==> src/rtl/fault_guard_pkg.sv <==
// Package: fault_guard_pkg
// Shared constants and encodings for the fault trigger qualifier.
// Assumes: the depth values are small, fixed implementation choices.
package fault_guard_pkg;
    localparam int unsigned SYNC_STAGES_DEF = 2;
    localparam int unsigned FILT_DEPTH_DEF  = 4;

    typedef enum logic { SRC_PIN = 1'b0, SRC_CMP = 1'b1 } fault_src_e;
    typedef enum logic { EDGE_FALL = 1'b0, EDGE_RISE = 1'b1 } edge_pol_e;
endpackage

==> src/rtl/fg_sync.sv <==
// Module: fg_sync
// Multi-flop synchroniser that brings an asynchronous level into the clk domain.
// Assumes: the input is a slow level; metastability settles within one stage.
module fg_sync #(
    parameter int unsigned STAGES = 2
) (
    input  logic clk,
    input  logic rst_n,
    input  logic async_i,
    output logic sync_o
);
    logic [STAGES-1:0] chain_q;

    // Shift the asynchronous level through the flop chain.
    always_ff @(posedge clk) begin
        if (!rst_n) chain_q <= '0;
        else        chain_q <= {chain_q[STAGES-2:0], async_i};
    end

    assign sync_o = chain_q[STAGES-1];
endmodule

==> src/rtl/fg_filter.sv <==
// Module: fg_filter
// Agreement filter: its output follows the input only once DEPTH consecutive
// samples are equal. Adds exactly DEPTH cycles of latency to a clean change.
// Assumes: DEPTH >= 2; it runs every cycle of the undivided clock.
module fg_filter #(
    parameter int unsigned DEPTH = 4
) (
    input  logic clk,
    input  logic rst_n,
    input  logic din_i,
    output logic filt_o
);
    localparam int unsigned CW = $clog2(DEPTH) + 1;

    logic [DEPTH-1:0] samp_q;
    logic             hold_q;
    logic             all_one;
    logic             all_zero;

    // Shift one new sample per clock into the sample window.
    always_ff @(posedge clk) begin
        if (!rst_n) samp_q <= '0;
        else        samp_q <= {samp_q[DEPTH-2:0], din_i};
    end

    assign all_one  = &samp_q;
    assign all_zero = ~|samp_q;

    // Output moves only when the whole window agrees, otherwise it holds.
    always_comb begin
        if (all_one)       filt_o = 1'b1;
        else if (all_zero) filt_o = 1'b0;
        else               filt_o = hold_q;
    end

    // Remember the last accepted level.
    always_ff @(posedge clk) begin
        if (!rst_n) hold_q <= 1'b0;
        else        hold_q <= filt_o;
    end

    // Checker state: cycles since the filtered level last moved.
    logic [CW-1:0] since_q;
    logic          seen_q;
    always_ff @(posedge clk) begin
        if (!rst_n) begin
            since_q <= '0;
            seen_q  <= 1'b0;
        end else if (filt_o != hold_q) begin
            since_q <= '0;
            seen_q  <= 1'b1;
        end else if (since_q < CW'(DEPTH)) begin
            since_q <= since_q + 1'b1;
        end
    end

    AST_FILT_MIN_SPACING: assert property (@(posedge clk) disable iff (!rst_n)
        (seen_q && (filt_o != hold_q)) |-> (since_q >= CW'(DEPTH - 1)));
endmodule

==> src/rtl/fg_edge.sv <==
// Module: fg_edge
// Edge detector with selectable polarity; compares the current level with
// the level registered on the previous clock.
// Assumes: level_i is already synchronous to clk.
module fg_edge (
    input  logic clk,
    input  logic rst_n,
    input  logic level_i,
    input  logic rise_i,
    output logic edge_o
);
    import fault_guard_pkg::*;

    logic prev_q;

    // Keep the previous level for comparison.
    always_ff @(posedge clk) begin
        if (!rst_n) prev_q <= 1'b0;
        else        prev_q <= level_i;
    end

    // Qualify the transition against the selected polarity.
    always_comb begin
        if (rise_i == EDGE_RISE) edge_o = level_i & ~prev_q;
        else                     edge_o = ~level_i & prev_q;
    end

    AST_EDGE_NOT_BACK_TO_BACK: assert property (@(posedge clk) disable iff (!rst_n)
        edge_o |=> !(edge_o && $stable(rise_i)));
endmodule

==> src/rtl/fault_guard.sv <==
// Module: fault_guard
// Fault trigger qualifier: source select, synchroniser, optional agreement
// filter and edge detector, followed by the arm bit, sticky flag and
// interrupt request. The strobe is one cycle wide, and the timer clears its
// compare-output modes on the same edge that clears the arm bit.
// Assumes: the control inputs come from registers in the clk domain.
module fault_guard
    import fault_guard_pkg::*;
#(
    parameter int unsigned SYNC_STAGES = SYNC_STAGES_DEF,
    parameter int unsigned FILT_DEPTH  = FILT_DEPTH_DEF
) (
    input  logic clk,
    input  logic rst_n,
    input  logic ext_pin_i,
    input  logic cmp_out_i,
    input  logic src_cmp_i,
    input  logic filt_en_i,
    input  logic edge_rise_i,
    input  logic irq_en_i,
    input  logic prot_en_we_i,
    input  logic prot_en_wd_i,
    input  logic flag_clr_i,
    output logic prot_en_o,
    output logic flag_o,
    output logic fault_strobe_o,
    output logic irq_o
);
    logic src_level;
    logic sync_level;
    logic filt_level;
    logic det_level;
    logic edge_hit;
    logic prot_en_q;
    logic flag_q;

    // Pick the fault source before it enters the clock domain.
    always_comb begin
        if (src_cmp_i == SRC_CMP) src_level = cmp_out_i;
        else                      src_level = ext_pin_i;
    end

    fg_sync #(.STAGES(SYNC_STAGES)) u_sync (
        .clk     (clk),
        .rst_n   (rst_n),
        .async_i (src_level),
        .sync_o  (sync_level)
    );

    fg_filter #(.DEPTH(FILT_DEPTH)) u_filt (
        .clk    (clk),
        .rst_n  (rst_n),
        .din_i  (sync_level),
        .filt_o (filt_level)
    );

    // Bypass the filter when it is disabled.
    always_comb begin
        det_level = filt_en_i ? filt_level : sync_level;
    end

    fg_edge u_edge (
        .clk     (clk),
        .rst_n   (rst_n),
        .level_i (det_level),
        .rise_i  (edge_rise_i),
        .edge_o  (edge_hit)
    );

    assign fault_strobe_o = edge_hit & prot_en_q;

    // Arm bit: software write, overridden by a fault in the same cycle.
    always_ff @(posedge clk) begin
        if (!rst_n)              prot_en_q <= 1'b0;
        else if (fault_strobe_o) prot_en_q <= 1'b0;
        else if (prot_en_we_i)   prot_en_q <= prot_en_wd_i;
    end

    // Sticky flag: set by a fault, which beats a same-cycle clear.
    always_ff @(posedge clk) begin
        if (!rst_n)              flag_q <= 1'b0;
        else if (fault_strobe_o) flag_q <= 1'b1;
        else if (flag_clr_i)     flag_q <= 1'b0;
    end

    assign prot_en_o = prot_en_q;
    assign flag_o    = flag_q;
    assign irq_o     = flag_q & irq_en_i;

    AST_FAULT_DISARMS: assert property (@(posedge clk) disable iff (!rst_n)
        fault_strobe_o |=> !prot_en_o);
    AST_STROBE_ONE_CYCLE: assert property (@(posedge clk) disable iff (!rst_n)
        fault_strobe_o |=> !fault_strobe_o);
    AST_FAULT_SETS_FLAG: assert property (@(posedge clk) disable iff (!rst_n)
        fault_strobe_o |=> flag_o);
    AST_CLEAR_TAKES: assert property (@(posedge clk) disable iff (!rst_n)
        (flag_clr_i && !fault_strobe_o) |=> !flag_o);
    AST_IRQ_FOLLOWS: assert property (@(posedge clk) disable iff (!rst_n)
        (fault_strobe_o && irq_en_i) |=> (irq_o || !irq_en_i));
endmodule

==> config.mk <==
export PLATFORM = sky130hd
export DESIGN_NAME = fault_guard
export DESIGN_NICKNAME = d
export VERILOG_FILES = /design/src/rtl/fault_guard_pkg.sv /design/src/rtl/fg_sync.sv /design/src/rtl/fg_filter.sv /design/src/rtl/fg_edge.sv /design/src/rtl/fault_guard.sv
export SDC_FILE = /design/constraint.sdc
export NUM_CORES = 1
export LEC_CHECK = 0
export BUFFER_PORTS_ARGS = -buffer_cell sky130_fd_sc_hd__buf_2
export CAP_MARGIN = 15
export CORE_MARGIN = 2
export CORE_UTILIZATION = 25
export DETAILED_ROUTE_END_ITERATION = 16
export PLACE_DENSITY = 0.56
export SLEW_MARGIN = 5
export SYNTH_ARGS = -nofsm -noshare
export SYNTH_HDL_FRONTEND = slang
export SYNTH_SLANG_ARGS = --single-unit
==> constraint.sdc <==
create_clock -name clk -period 1.6 [get_ports clk]
set_clock_uncertainty 0.2 [all_clocks]
set_input_delay 0.16 -clock clk [delete_from_list [all_inputs] [get_ports clk]]
set_output_delay 0.16 -clock clk [all_outputs]
set_load 0.005 [all_outputs]
==> results.sh, run 1 <==
export IMPL_status="finished with violations"
export IMPL_violations="hold timing, setup timing"
export IMPL_cp_data_required_time_ns=1.24
export IMPL_clockBufferDepth=2
export IMPL_syn_area_sq_um=387.9
export IMPL_drt_iter0_drc=1
export IMPL_slew_headroom=0.7794
export IMPL_gp_congestion=0.6208
export IMPL_portBuffers=14
export IMPL_async_reset_ff_frac=0
export IMPL_diodes=0
export IMPL_die_h_microns=43.39
export IMPL_rsz0062_at_grt="true"
export IMPL_crit_family="compound AO/OA/AOI/OAI gates"
export IMPL_end_kind="output pin"
export IMPL_yosys_top_cells_count="10 x dfxtp_1, 5 x and2_1, 3 x mux2i_1"
export IMPL_synth_top_cells_by_area="dfxtp_1 52%, and2_1 8.1%, mux2i_1 7.7%"
export IMPL_firstDrtPassIters=3
export IMPL_final_util=0.3673
export IMPL_cts_buffers_inserted=3
export IMPL_synth_top_area_frac=0.5161
export IMPL_worstMarginPinSlew_ns=0.3298
export IMPL_grt_max_degree=13
export IMPL_path_cells="o41ai_4 -> a31oi_4 -> mux2i_1 -> buf_2"
export IMPL_cp_start_kind="flip-flop"
export IMPL_synthDistinctLibCells=16
export IMPL_drc=0
export IMPL_setup_viol=1
export IMPL_syn2layout_area_growth_pct=39.35
export IMPL_worstSetupPathType="reg2out"
export IMPL_cts_tree="yes"
export IMPL_whs_ns=-0.03348
export IMPL_overflow=0
export IMPL_power_density_nw_per_um2=863.0
export IMPL_dpl_hpwl_microns=477
export IMPL_synth_seq_cells=10
export IMPL_ios=15
export IMPL_synth_area_per_cell_sq_um=11.08
export IMPL_vdd_drop_max_uv=415.8
export IMPL_synth_fp_nets=46
export IMPL_final_max_slew_viol_count=0
export IMPL_max_cap_violations=0
export IMPL_core_sq_um=1471
export IMPL_drive_above_1_share=0.4528
export IMPL_fp_dieW_microns=43.39
export IMPL_syn_inst=35
export IMPL_grt_pass1_wl_mm=1.138
export IMPL_vias_per_cell=4.551
export IMPL_wl_per_cell_microns=9.986
export IMPL_critical_path_max_stage_delay_ns=0.42
export IMPL_pre_cts_ws_ns=0.002695
export IMPL_dieArea_sq_um=1883
export IMPL_path_clk_slew_ns=0.06
export IMPL_htree_levels=1
export IMPL_synth_edff_count=0
export IMPL_yosys_warnings=0
export IMPL_fin_crit_ns=1.867
export IMPL_fmaxAchievable_mhz=535.8
export IMPL_crit_slowest_cell="o41ai_4"
export IMPL_track_usage=0.08448
export IMPL_drtAntennaViolNets=0
export IMPL_placed_cell_area_sq_um=474.2
export IMPL_clk_latency_ns=0.25
export IMPL_worstPathArrival_ns=1.51
export IMPL_row_count=14
export IMPL_antenna_found_initial=0
export IMPL_initial_core_util=0.2636
export IMPL_path_buf_inv=1
export IMPL_path_max_fanout=4
export IMPL_yosys_area_top_type="dfxtp_1"
export IMPL_hold_viol=1
export IMPL_root_buffer="clkbuf_4"
export IMPL_leakagePower_nw=0.2396
export IMPL_nets=66
export IMPL_hold_class="in2reg"
export IMPL_yosysMostFrequentCell="dfxtp_1"
export IMPL_ys_flop_type="dfxtp_1"
export IMPL_cts_sinks=10
export IMPL_stdcell_area_sq_um=540.5
export IMPL_grt_pass1_vias=291
export IMPL_seq_area_frac_synth=0.5161
export IMPL_vias=314
export IMPL_wirelength_microns=689
export IMPL_timing_final_crit_share=1.167
export IMPL_setup_ws_ns=-0.2665
export IMPL_power_mw=0.4665
export IMPL_post_cts_buffers=0
==> final cells by class <==
cell class | count | area, sq um
multi-input combinational | 24 | 203.9
fill | 164 | 930.9
timing repair buffer | 16 | 90.09
clock buffer | 3 | 22.52
sequential | 10 | 203.9
tap | 16 | 20.02
==> tightest hold or removal path: stages <==
cell and delay (ns):
buf_2 0.07, mux2i_1 0.06, nor2b_1 0.09
==> layout by cell type, fill, tap and decap left out <==
master          n
nand4b_1        1
a21boi_0        1
nand4_1         2
dfxtp_2         3
o41ai_4         1
nor3b_1         1
and2_1          5
clkbuf_4        3
o211ai_1        1
nor2_1          1
mux2i_1         3
dfxtp_1         7
and2_2          2
nand2_1         1
a31oi_4         1
nor2b_1         2
buf_2          14
dlygate4sd3_1   2
nand3b_1        2
==> power breakdown <==
group,switching (mW),internal [mW]
registers,0.00562,0.257
logic,0.0169,0.0254
clock network,0.0752,0.0863
==> flip-flops by register name, summed over array words and instances, names as in the netlist <==
register	flops
u_sync.chain_q	2
flag_o	1
prot_en_o	1
u_filt.samp_q	4
u_edge.prev_q	1
u_filt.hold_q	1
==> worst paths after layout <==
path                                          end  cells after the start              start  slack [ns]
worst min register to register  u_sync.chain_q[1]                      1  u_sync.chain_q[0]        0.23
worst min-delay path            u_sync.chain_q[0]                      3          cmp_out_i       -0.03
worst max register to register          prot_en_o                      4   u_filt.samp_q[1]        0.10
worst max-delay path               fault_strobe_o                      4   u_filt.samp_q[1]       -0.27
==> kinds of logic (layout without fill, tap and decap cells) <==
kind of cell	Yosys count	count (layout)	synth area share
simple gates	17	17	0.2838
flops	10	10	0.5161
compound gates	4	4	0.1129
mux	3	3	0.07742
buf+inv	1	19	0.009668
==> routing by layer <==
metal,global-route usage,share of wire,vias to the layer above
met2,0.1194,0.43,15
li1,-,-,162
met3,0.06250,0.094,0
met1,0.1039,0.48,137
met5,0,0,-
met4,0.01818,0,0
==> metrics by stage <==
step | hold WS, ns | setup TNS (ns) | std cells
final | -0.03348 | -0.2665 | 69
after global routing | 0.003473 | -0.3680 | 69
after CTS | 0.01284 | -0.2702 | 70
after detailed placement | 0.2233 | 0 | 64
after global placement | 0.2227 | 0 | 64
after floorplan | 0.1247 | 0 | 35
==> repair_timing <==
action                                 4_1_cts  5_1_grt
pin swaps                                    2        3
resized for setup                            2        3
endpoints found under the hold margin        2        0
setup endpoints to repair                    1        3
cloned                                       0        0
hold buffers                                 3        0
(Power assumes the default switching activity.)
==> run 2: changes to the inputs <==
==> constraint.sdc (replaced) <==
create_clock -name clk -period 1.6 [get_ports clk]
set_clock_uncertainty 0.2 [all_clocks]
set_input_delay 0.08 -clock clk [delete_from_list [all_inputs] [get_ports clk]]
set_output_delay 0.08 -clock clk [all_outputs]
set_load 0.005 [all_outputs]
==> run 2 against run 1 <==
Compared with the run above:
- the flow finishes with violations (setup timing)
- worst hold slack improved by 0.14 ns
- cell count increased by 8.7%
- critical endpoint unchanged
- non-clock buffer count grew 6
- routed wire length increased by 15%
==> results.sh, run 2 (synthesis gave the netlist of run 1 again) <==
export IMPL_vias=343
export IMPL_cp_data_required_time_ns=1.32
export IMPL_r2r_setup_slack_ns=0.08
export IMPL_largest_reg_flops=4
export IMPL_worstPathArrival_ns=1.48
export IMPL_power_density_nw_per_um2=820.9
export IMPL_setup_ws_ns=-0.1627
export IMPL_slew_headroom=0.8080
export IMPL_nets=72
export IMPL_hold_class="in2reg"
export IMPL_power_share_clock=0.343
export IMPL_cts_sinks=10
export IMPL_cts_buffers_inserted=3
export IMPL_final_common_cell="buf_2"
export IMPL_drt_iter0_drc=6
export IMPL_initial_core_util=0.2636
export IMPL_drtAntennaViolNets=0
export IMPL_grt_max_degree=13
export IMPL_startpoint="u_filt.samp_q[2]"
export IMPL_drc=0
export IMPL_crit_slowest_cell="o41ai_4"
export IMPL_vias_per_cell=4.573
export IMPL_grt_pass1_vias=333
export IMPL_worstSetupPathType="reg2out"
export IMPL_top_usage_layer="met2"
export IMPL_power_frac_comb=0.112
export IMPL_antenna_found_initial=0
export IMPL_dieArea_sq_um=1883
export IMPL_reg2reg_to="u_edge.prev_q"
export IMPL_violations="setup timing"
export IMPL_grt_use_met2=0.1612
export IMPL_timing_final_crit_share=1.102
export IMPL_core_sq_um=1471
export IMPL_die_h_microns=43.39
export IMPL_wirelength_microns=789
export IMPL_stdcell_area_sq_um=586.8
export IMPL_worstMarginPinSlew_ns=0.2870
export IMPL_ios=15
export IMPL_dpl_hpwl_microns=506
export IMPL_grt_pass1_wl_mm=1.317
export IMPL_fp_dieW_microns=43.39
export IMPL_power_mw=0.4817
export IMPL_drive_above_1_share=0.3898
export IMPL_grt_use_met1=0.1062
export IMPL_firstDrtPassIters=3
export IMPL_critical_path_max_stage_delay_ns=0.38
export IMPL_endpoint="fault_strobe_o"
export IMPL_syn2layout_area_growth_pct=51.29
export IMPL_reg2reg_depth=4
export IMPL_swShare=0.2129
export IMPL_vdd_drop_max_uv=397.8
export IMPL_p_seq_frac=0.545
export IMPL_top_regs="u_filt.samp_q: 4 flops, u_sync.chain_q: 2 flops"
export IMPL_final_cell_mix="14 x buf_2, 9 x dfxtp_1, 7 x dlygate4sd3_1"
export IMPL_clk_latency_ns=0.26
export IMPL_p_sw_mw=0.1025
export IMPL_path_clk_slew_ns=0.06
export IMPL_root_buffer="clkbuf_4"
export IMPL_clockBufferDepth=2
export IMPL_cp_start_kind="flip-flop"
export IMPL_end_kind="output pin"
export IMPL_final_max_slew_viol_count=0
export IMPL_leakagePower_nw=0.2624
export IMPL_path_cells="o41ai_4 -> a31oi_2 -> mux2i_1 -> buf_2"
export IMPL_fmaxAchievable_mhz=567.3
export IMPL_htree_levels=1
export IMPL_track_usage=0.09733
export IMPL_fin_crit_ns=1.763
export IMPL_setup_viol=1
export IMPL_hold_viol=0
export IMPL_r2r_start="u_filt.samp_q[2]"
export IMPL_top_register="u_filt.samp_q"
export IMPL_max_cap_violations=0
export IMPL_p_int_mw=0.3792
export IMPL_portBuffers=14
export IMPL_met3_usage=0.06250
export IMPL_path_max_fanout=3
export IMPL_row_count=14
export IMPL_status="finished with violations"
export IMPL_wl_per_cell_microns=10.52
export IMPL_rsz0062_at_grt="true"
export IMPL_placed_cell_area_sq_um=474.2
export IMPL_diodes=0
export IMPL_overflow=0
export IMPL_cts_tree="yes"
export IMPL_gp_congestion=0.6208
run 2: through the flow:
| stage | setup slack [ns] | TNS [ns] | hold slack [ns] | util | cells |
|---|---|---|---|---|---|
| 2_1_floorplan | 0.1292 | 0 | 0.04473 | - | 35 |
| 3_3_place_gp | 0.09279 | 0 | 0.1440 | 0.3223 | 64 |
| 3_5_place_dp | 0.08069 | 0 | 0.1463 | 0.3223 | 64 |
| 4_1_cts | -0.1648 | -0.1648 | 0.1148 | 0.3988 | 75 |
| 5_1_grt | -0.2400 | -0.2400 | 0.1598 | 0.3988 | 75 |
| 6_report | -0.1627 | -0.1627 | 0.1100 | 0.3988 | 75 |
run 2: worst min path at each step:
stage | from | to | cells after the start | slack [ns]
finish | filt_en_i | prot_en_o | 4 | 0.11
CTS | filt_en_i | prot_en_o | 4 | 0.11
global placement | ext_pin_i | u_sync.chain_q[0] | 3 | 0.14
detailed placement | ext_pin_i | u_sync.chain_q[0] | 3 | 0.15
global route | filt_en_i | prot_en_o | 4 | 0.16
floorplan | edge_rise_i | flag_o | 2 | 0.04
run 2: timing repair:
item                                   4_1_cts  5_1_grt
hold buffers                                 7        0
endpoints found under the hold margin       10        0
setup endpoints to repair                    1        3
buffers inserted                             1        1
resized for setup                            2        0
pin swaps                                    2        3
run 2: layout make-up:
class | instances | area (sq um)
repair buffers | 22 | 147.6
flip-flops and latches | 10 | 201.4
clock buffers | 3 | 22.52
well taps | 16 | 20.02
fillers | 164 | 884.6
multi-input cells | 24 | 195.2
run 2: power groups by stage:
| stage | Combinational (mW) | Sequential (mW) | Clock [mW] |
|---|---|---|---|
| floorplan | 0.0185 | 0.266 | 0 |
| global placement | 0.0369 | 0.267 | 0 |
| detailed placement | 0.0374 | 0.267 | 0 |
| CTS | 0.0543 | 0.262 | 0.173 |
| global route | 0.0603 | 0.263 | 0.182 |
| finish | 0.0541 | 0.262 | 0.165 |
run 2: worst max-delay path: cells and delay by family, from the launching register on:
kind | cells | cell delay, ns
mux | 1 | 0.20
buf+inv | 1 | 0.14
flops | 1 | 0.34
compound gates | 2 | 0.54
run 2: per-layer routing:
layer,wire length (microns),up-vias
met5,0,-
met4,0,0
met3,66,0
met2,380,20
met1,342,147
li1,-,176
